`src/rtl/ilsg_pkg.sv`:
```
package ilsg_pkg;
  parameter int PIX_W  = 11;
  parameter int LINE_W = 10;
  localparam int POS_W = PIX_W + 2;
  localparam int NFLD  = 2;

  localparam int POL_HV  = 0;
  localparam int POL_HS  = 1;
  localparam int POL_VV  = 2;
  localparam int POL_VS  = 3;
  localparam int POL_FID = 4;

  typedef struct packed {
    logic                               std;
    logic [PIX_W-1:0]                   hs_begin;
    logic [PIX_W-1:0]                   hs_finish;
    logic [PIX_W-1:0]                   hact_len;
    logic [NFLD-1:0][LINE_W-1:0]        vs_first;
    logic [NFLD-1:0][LINE_W-1:0]        vs_last;
    logic [NFLD-1:0][PIX_W-1:0]         vs_ofs;
    logic [NFLD-1:0][LINE_W-1:0]        fid_line;
    logic [PIX_W-1:0]                   fid_ofs;
    logic [NFLD-1:0][LINE_W-1:0]        vact_top;
    logic [LINE_W-1:0]                  vact_lines;
    logic [4:0]                         pol;
  } ilsg_cfg_t;
endpackage

```
`src/rtl/ilsg_line_ctr.sv`:
```
module ilsg_line_ctr
  import ilsg_pkg::*;
#(
  parameter int LEN0   = 858,
  parameter int LINES0 = 525,
  parameter int LEN1   = 864,
  parameter int LINES1 = 625
) (
  input  logic              clk,
  input  logic              rst_n,
  input  logic              std_sel,
  output logic [PIX_W-1:0]  pix,
  output logic [LINE_W-1:0] line,
  output logic              frame_start
);
  localparam logic [PIX_W-1:0]  LAST_PIX0  = PIX_W'(LEN0 - 1);
  localparam logic [PIX_W-1:0]  LAST_PIX1  = PIX_W'(LEN1 - 1);
  localparam logic [LINE_W-1:0] LAST_LINE0 = LINE_W'(LINES0);
  localparam logic [LINE_W-1:0] LAST_LINE1 = LINE_W'(LINES1);
  localparam logic [LINE_W-1:0] FIRST_LINE = LINE_W'(1);

  logic [PIX_W-1:0]  last_pix;
  logic [LINE_W-1:0] last_line;

  assign last_pix    = std_sel ? LAST_PIX1 : LAST_PIX0;
  assign last_line   = std_sel ? LAST_LINE1 : LAST_LINE0;
  assign frame_start = (pix == '0) && (line == FIRST_LINE);

  always_ff @(posedge clk or negedge rst_n) begin
    if (!rst_n) begin
      pix  <= '0;
      line <= FIRST_LINE;
    end else if (pix >= last_pix) begin
      pix  <= '0;
      line <= (line >= last_line) ? FIRST_LINE : line + 1'b1;
    end else begin
      pix <= pix + 1'b1;
    end
  end

  // line length bound for the standard in force
  assert_pix_in_line_R8: assert property (@(posedge clk) disable iff (!rst_n)
    pix <= last_pix);
  // frame height bound, numbering from 1
  assert_line_in_frame_R8: assert property (@(posedge clk) disable iff (!rst_n)
    (line >= FIRST_LINE) && (line <= last_line));
  // the line number moves only when the pixel count wraps
  assert_line_steps_on_wrap_R8: assert property (@(posedge clk) disable iff (!rst_n)
    (pix != '0) |-> $stable(line));
endmodule

```
`src/rtl/ilsg_cfg_shadow.sv`:
```
module ilsg_cfg_shadow
  import ilsg_pkg::*;
(
  input  logic      clk,
  input  logic      rst_n,
  input  logic      frame_start,
  input  ilsg_cfg_t cfg_in,
  output ilsg_cfg_t cfg_eff
);
  ilsg_cfg_t held;

  always_ff @(posedge clk or negedge rst_n) begin
    if (!rst_n)           held <= '0;
    else if (frame_start) held <= cfg_in;
  end

  // the frame-start cycle already uses the freshly presented values
  assign cfg_eff = frame_start ? cfg_in : held;

  // the held copy changes only right after a frame start
  assert_hold_between_frames_R9: assert property (@(posedge clk) disable iff (!rst_n)
    !$past(frame_start) |-> $stable(held));
  // settings in force never move inside a frame
  assert_cfg_frozen_R9: assert property (@(posedge clk) disable iff (!rst_n)
    !frame_start |-> $stable(cfg_eff));
endmodule

```
`src/rtl/ilsg_vert_events.sv`:
```
module ilsg_vert_events
  import ilsg_pkg::*;
(
  input  logic [PIX_W-1:0]  pix,
  input  logic [LINE_W-1:0] line,
  input  ilsg_cfg_t         cfg,
  output logic [POS_W-1:0]  hv_end,
  output logic              vs_on,
  output logic              vs_off,
  output logic              fid_set,
  output logic              fid_clr,
  output logic              vact_raw
);
  logic [POS_W-1:0] at_pos;
  logic [POS_W-1:0] fid_pos;
  logic [NFLD-1:0]  on_f, off_f, act_f;

  assign at_pos  = POS_W'(pix);
  assign hv_end  = POS_W'(cfg.hs_begin) + POS_W'(cfg.hact_len);
  assign fid_pos = hv_end + POS_W'(cfg.fid_ofs);

  for (genvar f = 0; f < NFLD; f++) begin : g_field
    logic [POS_W-1:0]  edge_pos;
    logic [LINE_W:0]   top_ext;
    logic [LINE_W:0]   bot_ext;
    assign edge_pos = hv_end + POS_W'(cfg.vs_ofs[f]);
    assign on_f[f]  = (line == cfg.vs_first[f]) && (at_pos == edge_pos);
    assign off_f[f] = (line == cfg.vs_last[f])  && (at_pos == edge_pos);
    assign top_ext  = {1'b0, cfg.vact_top[f]};
    assign bot_ext  = top_ext + {1'b0, cfg.vact_lines};
    assign act_f[f] = ({1'b0, line} >= top_ext) && ({1'b0, line} < bot_ext);
  end

  assign vs_on    = |on_f;
  assign vs_off   = |off_f;
  assign fid_set  = (line == cfg.fid_line[0]) && (at_pos == fid_pos);
  assign fid_clr  = (line == cfg.fid_line[1]) && (at_pos == fid_pos);
  assign vact_raw = |act_f;
endmodule

```
`src/rtl/ilace_sync_gen.sv`:
```
module ilace_sync_gen
  import ilsg_pkg::*;
#(
  parameter int NTSC_LINE_CYC    = 858,
  parameter int NTSC_FRAME_LINES = 525,
  parameter int PAL_LINE_CYC     = 864,
  parameter int PAL_FRAME_LINES  = 625
) (
  input  logic              clk,
  input  logic              rst_n,
  input  logic              std_sel,
  input  logic [PIX_W-1:0]  hs_begin,
  input  logic [PIX_W-1:0]  hs_finish,
  input  logic [PIX_W-1:0]  hact_len,
  input  logic [LINE_W-1:0] vs_f1_first,
  input  logic [LINE_W-1:0] vs_f1_last,
  input  logic [PIX_W-1:0]  vs_f1_ofs,
  input  logic [LINE_W-1:0] vs_f2_first,
  input  logic [LINE_W-1:0] vs_f2_last,
  input  logic [PIX_W-1:0]  vs_f2_ofs,
  input  logic [LINE_W-1:0] fid_f1_line,
  input  logic [LINE_W-1:0] fid_f2_line,
  input  logic [PIX_W-1:0]  fid_ofs,
  input  logic [LINE_W-1:0] vact_f1_top,
  input  logic [LINE_W-1:0] vact_f2_top,
  input  logic [LINE_W-1:0] vact_lines,
  input  logic [4:0]        polarity,
  output logic              hvalid_o,
  output logic              hsync_o,
  output logic              vvalid_o,
  output logic              vsync_o,
  output logic              fsync_o
);
  ilsg_cfg_t         cfg_in, cfg_eff;
  logic [PIX_W-1:0]  pix;
  logic [LINE_W-1:0] line;
  logic              frame_start;
  logic [POS_W-1:0]  hv_end;
  logic              vs_on, vs_off, fid_set, fid_clr, vact_raw;
  logic              hs_raw, hv_raw, vs_next, fid_next;
  logic              vs_q, fid_q, vv_raw_q;

  always_comb begin
    cfg_in             = '0;
    cfg_in.std         = std_sel;
    cfg_in.hs_begin    = hs_begin;
    cfg_in.hs_finish   = hs_finish;
    cfg_in.hact_len    = hact_len;
    cfg_in.vs_first[0] = vs_f1_first;
    cfg_in.vs_last[0]  = vs_f1_last;
    cfg_in.vs_ofs[0]   = vs_f1_ofs;
    cfg_in.vs_first[1] = vs_f2_first;
    cfg_in.vs_last[1]  = vs_f2_last;
    cfg_in.vs_ofs[1]   = vs_f2_ofs;
    cfg_in.fid_line[0] = fid_f1_line;
    cfg_in.fid_line[1] = fid_f2_line;
    cfg_in.fid_ofs     = fid_ofs;
    cfg_in.vact_top[0] = vact_f1_top;
    cfg_in.vact_top[1] = vact_f2_top;
    cfg_in.vact_lines  = vact_lines;
    cfg_in.pol         = polarity;
  end

  ilsg_line_ctr #(
    .LEN0(NTSC_LINE_CYC), .LINES0(NTSC_FRAME_LINES),
    .LEN1(PAL_LINE_CYC),  .LINES1(PAL_FRAME_LINES)
  ) u_ctr (
    .clk(clk), .rst_n(rst_n), .std_sel(cfg_eff.std),
    .pix(pix), .line(line), .frame_start(frame_start)
  );

  ilsg_cfg_shadow u_shadow (
    .clk(clk), .rst_n(rst_n), .frame_start(frame_start),
    .cfg_in(cfg_in), .cfg_eff(cfg_eff)
  );

  ilsg_vert_events u_vev (
    .pix(pix), .line(line), .cfg(cfg_eff), .hv_end(hv_end),
    .vs_on(vs_on), .vs_off(vs_off), .fid_set(fid_set), .fid_clr(fid_clr),
    .vact_raw(vact_raw)
  );

  assign hs_raw   = (pix >= cfg_eff.hs_begin) && (pix < cfg_eff.hs_finish);
  assign hv_raw   = (POS_W'(pix) >= POS_W'(cfg_eff.hs_finish)) && (POS_W'(pix) < hv_end);
  assign vs_next  = vs_off ? 1'b0 : (vs_on ? 1'b1 : vs_q);
  assign fid_next = fid_set ? 1'b1 : (fid_clr ? 1'b0 : fid_q);

  always_ff @(posedge clk or negedge rst_n) begin
    if (!rst_n) begin
      vs_q     <= 1'b0;
      fid_q    <= 1'b0;
      vv_raw_q <= 1'b0;
      hvalid_o <= 1'b0;
      hsync_o  <= 1'b0;
      vvalid_o <= 1'b0;
      vsync_o  <= 1'b0;
      fsync_o  <= 1'b0;
    end else begin
      vs_q     <= vs_next;
      fid_q    <= fid_next;
      vv_raw_q <= vact_raw;
      hvalid_o <= hv_raw   ^ ~cfg_eff.pol[POL_HV];
      hsync_o  <= hs_raw   ^  cfg_eff.pol[POL_HS];
      vvalid_o <= vact_raw ^ ~cfg_eff.pol[POL_VV];
      vsync_o  <= vs_next  ^  cfg_eff.pol[POL_VS];
      fsync_o  <= fid_next ? cfg_eff.pol[POL_FID] : ~cfg_eff.pol[POL_FID];
    end
  end

  // vsync state moves only on a programmed edge event
  assert_vsync_on_event_R4: assert property (@(posedge clk) disable iff (!rst_n)
    (vs_q != $past(vs_q)) |-> $past(vs_on || vs_off));
  // field flag moves only on a programmed edge event
  assert_fid_on_event_R5: assert property (@(posedge clk) disable iff (!rst_n)
    (fid_q != $past(fid_q)) |-> $past(fid_set || fid_clr));
  // field-active decode can change only one cycle after a line boundary
  assert_vact_line_aligned_R6: assert property (@(posedge clk) disable iff (!rst_n)
    (pix != PIX_W'(1)) |-> $stable(vv_raw_q));
  // a set and a clear of the field flag never coincide
  assert_fid_events_exclusive_R5: assert property (@(posedge clk) disable iff (!rst_n)
    !(fid_set && fid_clr));
endmodule

```
`config.mk`:
```
export PLATFORM = sky130hd
export DESIGN_NAME = ilace_sync_gen
export DESIGN_NICKNAME = d
export VERILOG_FILES = /design/src/rtl/ilsg_pkg.sv /design/src/rtl/ilsg_line_ctr.sv /design/src/rtl/ilsg_cfg_shadow.sv /design/src/rtl/ilsg_vert_events.sv /design/src/rtl/ilace_sync_gen.sv
export SDC_FILE = /design/constraint.sdc
export NUM_CORES = 1
export LEC_CHECK = 0
export BUFFER_PORTS_ARGS = -buffer_cell sky130_fd_sc_hd__buf_2
export CAP_MARGIN = 20
export CELL_PAD_IN_SITES_DETAIL_PLACEMENT = 2
export CELL_PAD_IN_SITES_GLOBAL_PLACEMENT = 2
export CORE_ASPECT_RATIO = 1.2
export CORE_MARGIN = 2
export CORE_UTILIZATION = 35
export CTS_CLUSTER_DIAMETER = 120
export DETAILED_ROUTE_END_ITERATION = 6
export GPL_ROUTABILITY_DRIVEN = 0
export PLACE_DENSITY = 0.81
export SYNTH_ARGS = -nofsm -noshare
export SYNTH_HDL_FRONTEND = slang
export SYNTH_SLANG_ARGS = --single-unit
```
`constraint.sdc`:
```
create_clock -name clk -period 12.2 [get_ports clk]
set_input_delay 1.22 -clock clk [delete_from_list [all_inputs] [get_ports clk]]
set_output_delay 1.22 -clock clk [all_outputs]
set_load 0.03 [all_outputs]
```
# --- Word level (Yosys, flattened, before mapping) ---
# Index checks and enable logic that the tools add are counted.
classes:
  add_sub_neg: 8
  magnitude_cmp: 10
  eq_ne: 10
  n_mux: 10
  n_bitwise: 7
  reduce_logical: 15
ops:
  columns: ["cell", "count"]
  rows:
  - ["two-way mux 162 bit", 1]
  - ["equality test 10 bit", 6]
  - ["adder 13 x 11 -> 13 bit", 3]
  - ["equality test 11 x 13 -> 1 bit", 3]
  - [">= comparator 11 bit", 3]
  - [">= comparator 10 bit", 3]
  - ["adder 10 x 10 -> 11 bit", 2]
  - ["less-than comparator 10 x 11 -> 1 bit", 2]
  - ["less-than comparator 11 x 13 -> 1 bit", 1]
  - ["adder 11 x 11 -> 12 bit", 1]
  - ["adder 11 x 1 -> 11 bit (second input constant)", 1]
  - ["logical AND 1 bit", 11]
  - ["logical NOT 11 bit", 1]
  - ["less-than comparator 11 bit", 1]
  - ["two-way mux 11 bit", 1]
  - ["adder 10 x 1 -> 10 bit (second input constant)", 1]
  - ["equality test 10 x 1 -> 1 bit (second input constant)", 1]
  - ["two-way mux 10 bit", 1]
  - ["two-way mux 7 bit", 1]
  - ["OR reduction 2 bit", 3]
  - ["two-way mux 1 bit", 5]
  - ["XOR 1 bit", 4]
  - ["two-way mux 3 bit", 1]
  - ["inverter 1 bit", 3]
word_totals:
  regBits: 190
  inputBits: 164
  output_inout_bits: 5
  wordCells: 86

# --- Logic depth before layout (Yosys ltp) ---
logic_depth:
  word_depth: 11
  mapped_depth: 36
  depth_no_buf: 28

# --- Modules after synthesis ---
# Synthesis repeated with hierarchy kept, for this count alone.
hier_totals:
  hier_cells: 1198
  hier_area_um2: 13266.5
modules_own_cells:
  columns: ["mod", "instances", "cells_each", "area_per_inst_um2"]
  rows:
  - ["ilsg_cfg_shadow", 1, 342, 6331.1]
  - ["ilsg_vert_events", 1, 585, 4554.4]
  - ["ilsg_line_ctr", 1, 139, 1305.0]
  - ["ilace_sync_gen", 1, 132, 1076.0]

# --- Worst setup path after synthesis ---
# No wires, ideal clock.
synth_timing:
  path_kind: "register -> register"
  start: "register u_ctr.line[1]"
  end: "register vsync_o"
  arrival_ns: 6.687
  slack_ns: 5.380
  stages_incl_launch_ff: 33
  n_path_buf: 5
  synth_period_minus_slack_ns: 6.820
  cell_sequence: "dfrtp_1 > inv_1 > clkbuf_1 > ha_1 > nor4b_2 > nand3_1 > nor2_2 > clkbuf_1 > clkbuf_1 > clkbuf_1 > buf_1 > nand2_1 > nand2_1 > ha_1 > nor2b_1 > a221oi_1 > o211ai_1 > a21oi_1 > o31ai_1 > a21oi_1 > o21bai_1 > a21oi_1 > xnor2_1 > ha_1 > o2111ai_1 > a21oi_1 > or2_2 > a41o_1 > o211ai_1 > mux2i_1 > a211oi_1 > a211oi_2 > xor2_1"
synth_rtl:
  columns: ["item", "line_no", "rtl"]
  rows:
  - ["start: declaration", "ilsg_line_ctr.sv:13", "output logic [LINE_W-1:0] line,"]
  - ["start signal: assignment", "ilsg_line_ctr.sv:35", "line <= (line >= last_line) ? FIRST_LINE : line + 1'b1;"]
  - ["end signal: assignment", "ilace_sync_gen.sv:105", "vsync_o <= vs_next ^ cfg_eff.pol[POL_VS];"]
  - ["end: declaration", "ilace_sync_gen.sv:31", "output logic vsync_o,"]

# --- Worst setup path after layout ---
layout_timing:
  start: "register u_ctr.line[1]"
  end: "register vsync_o"
layout_between:
  elab_chain_cells: 11
  word_cells_on_any_way: 21
layout_rtl:
  columns: ["item", "line_no", "rtl"]
  rows:
  - ["equality test 10 x 1 -> 1 bit", "ilsg_line_ctr.sv:27", "assign frame_start = (pix == '0) && (line == FIRST_LINE);"]
  - ["logical AND 1 bit", "ilsg_line_ctr.sv:27", null]
  - ["two-way mux 162 bit", null, null]
  - ["adder 11 x 11 -> 12 bit", "ilsg_vert_events.sv:19", "assign hv_end = POS_W'(cfg.hs_begin) + POS_W'(cfg.hact_len);"]
  - ["adder 13 x 11 -> 13 bit", "ilsg_vert_events.sv:26", "assign edge_pos = hv_end + POS_W'(cfg.vs_ofs[f]);"]
  - ["equality test 11 x 13 -> 1 bit", "ilsg_vert_events.sv:27, ilsg_vert_events.sv:28", null]
  - ["logical AND 1 bit", "ilsg_vert_events.sv:27", "assign on_f[f] = (line == cfg.vs_first[f]) && (at_pos == edge_pos);"]
  - ["OR reduction 2 bit", "ilsg_vert_events.sv:34", "assign vs_on = |on_f;"]
  - ["two-way mux 1 bit", "ilace_sync_gen.sv:85", "assign vs_next = vs_off ? 1'b0 : (vs_on ? 1'b1 : vs_q);"]
  - ["two-way mux 1 bit *", "ilace_sync_gen.sv:85", null]
  - ["named net vs_next", "ilace_sync_gen.sv:40", "logic hs_raw, hv_raw, vs_next, fid_next;"]
  - ["XOR 1 bit *", "ilace_sync_gen.sv:105", null]
# The timed path passes the listed nets; every way through them passes the cells marked *.
# A chain may end at the register's enable or synchronous reset.

==> impl_metrics.ini <==
[floorplan]
row_count = 77
dieHeight_um = 216.6
ios = 169
initial_core_util_pct = 35.65
die_w_um = 181.2
design.die.area_sq_um = 39260
core-area_sq_um = 37000

[timing]
slew_headroom_pct = 38.10
setup_tns_ps = 0
worst_pin_slew_ps = 928.5
report.final.setup_viol = 0
rsz0062_at_grt = false
fin_skew_ps = 11.43
slew_violations = 0
hold_viol = 0
finalCriticalPeriod_ps = 7963
fmax_mhz = 125.6
finalCritPeriodShare_pct = 65.27

[clocking]
clk_pin_slew_ps = 80
cts_root_buf = clkbuf_16
cts_buffers = 17
clockBufferDepth = 2
cts_setup_buffers = 0
hold_buffers = 0
insertion_delay_ps = 470
h-tree-depth = 4
cts.sinks = 190
cts_tree = done
ctsResizeCount = 0

[logic_synthesis]
ys_types = 77
synthesis.nets = 1772
syn_area_sq_um = 13190
synth_ff_type = dfrtp_1
ys_seq_area_share_pct = 36.06
synth.avg_cell_area_sq_um = 9.026
syn_inst = 1461
yosysMostFrequentCell = nand2_1
synth_top_cells_by_count = nand2_1, dfrtp_1, ha_1
ys_async_sr_fraction_pct = 100.0
synth_edf_count = 0
yosysTopAreaCellShare_pct = 35.86
yosys.area.top_type = dfrtp_1
synth_warnings = 0
synthTopCellsByArea = dfrtp_1, ha_1, nand2_1
ys_ff_latch = 190

[outcome]
status = finished clean

[finish]
layout.nets = 1914
fin_cells = 2091
drive_gt1_share_pct = 15.47
fillCellCount = 4162
syn2layout_area_growth_pct = 13.96

[critical_path]
critPathMaxFanout = 103
crit_path_start_kind = register
cp.required_ps = 12590
crit_type = register to register
rrSetupSlack_ps = 4240
cp-end-kind = register
arrival_ps = 8360

[placement]
dp_hpwl_um = 34480
portBuffers = 168
dp.cells = 2058

[global_routing]
use_met2_pct = 45.58
grt_first_pass_wirelength_um = 72500
globalRouteOverflowTotal = 0
grt_util_met3_pct = 3.210
grt_pass1_vias = 13010
grt_max_degree = 104
antenna_found_initial = 2
grt.busiest_layer = met2
grt_util_met1_pct = 26.33
grt_usage_pct = 24.04

[routing]
antenna_left = 0
drt-pass1-iter-count = 4
drt-total-wl_um = 45770
drc = 0
dr_total_vias = 11300
drtIter0Drc = 340
avgViaCountPerCell = 5.402
wire_per_inst_um = 21.89

[flow_run]
timing.max_cap.violations = 0

[hold_path]
hold_class = register to register
-- logic make-up after synthesis --
group	share of synthesized area [%]
simple gates	17.92
compound gates	11.68
xor+xnor	9.896
mux	5.749
fa+ha+maj	14.46
other cells	0.02844
buf+inv	4.203
flops	36.06
-- area by class of cell --
cell class,count,area [sq um],area share [%]
antenna,1,2.502,0.01665
clock buffer,17,425.4,2.831
clock inverter,15,135.1,0.8992
inverter,86,322.8,2.148
multi-input combinational,1133,7891,52.51
sequential,190,4756,31.65
tap,474,593.1,3.946
timing repair buffer,175,902.1,6.003
-- worst max-delay path, cell delays in order (launching register included) --
cell and delay (ps):
dfrtp_1 540, inv_1 340, ha_1 300, nor4b_2 160, and3_1 350, nand2_8 590, buf_4 840, mux2i_1 400
inv_1 90, ha_1 320, a21oi_1 110, o31ai_1 80, a31oi_1 80, o31ai_1 470, a21oi_1 180, o21bai_1 160
a21oi_1 90, xnor2_1 470, ha_1 390, xor2_1 250, and4_1 250, a211oi_1 70, nor4bb_1 470, o211ai_1 150
mux2i_1 150, a211oi_1 100, a211oi_2 230, xor2_1 170
-- cells in the final DEF (no fill, tap or decap), types with 12 or more instances in the layout --
cell type,n
nand2_1,315
dfrtp_1,189
buf_2,167
ha_1,142
xnor2_1,90
inv_1,82
a21oi_1,63
xor2_1,59
nor2_1,58
o21ai_0,42
mux2i_1,39
a21o_1,28
mux2_2,28
nor3_1,23
nand3_1,22
nand2b_1,20
clkbuf_16,17
o211ai_1,15
nor2b_1,14
nor4_1,14
nand4_1,13
a211oi_1,12
-- path summary, 6_finish.rpt --
check                                          endpoint  cells after the start                        start
max                                   vsync_o$_DFF_PN0_                     27    u_ctr.line[1]$_DFFE_PN0N_
max reg2reg                           vsync_o$_DFF_PN0_                     27    u_ctr.line[1]$_DFFE_PN0N_
max in group asynchronous   u_shadow.held[57]$_DFF_PN0_                      2                        rst_n
min reg2reg                 u_shadow.held[39]$_DFF_PN0_                      2  u_shadow.held[39]$_DFF_PN0_
min                         u_shadow.held[39]$_DFF_PN0_                      2  u_shadow.held[39]$_DFF_PN0_
min in group asynchronous  u_shadow.held[145]$_DFF_PN0_                      1                        rst_n
-- layer usage --
layer | share of wire (%) | routed length (um) | vias to the layer above
li1 | - | - | 5278
met1 | 39 | 17920 | 5692
met2 | 53 | 24460 | 231
met3 | 3.3 | 1488 | 93
met4 | 4.1 | 1891 | 2
met5 | 0.024 | 11 | -
-- flip-flops by register name, indices dropped and copies added (netlist names) --
name and flops:
fid_q 1, fsync_o 1, hsync_o 1, hvalid_o 1
u_ctr.line 10, u_ctr.pix 11, u_shadow.held 162, vs_q 1
vsync_o 1, vvalid_o 1
-- stage by stage --
stage	hold slack (ps)	setup WS, ps	utilization (%)	cell area, sq um
2_1_floorplan	444.2	5380	-	13190
3_3_place_gp	462.5	4684	39.10	14470
4_1_cts	486.5	4292	40.61	15030
3_5_place_dp	469.1	4378	39.10	14470
6_report	489.1	4237	40.62	15030
5_1_grt	525.4	3601	40.62	15030
Power is left out: the tool's default activity adds up to more than one toggle a clock period on the data nets, which glitch-free logic cannot reach.
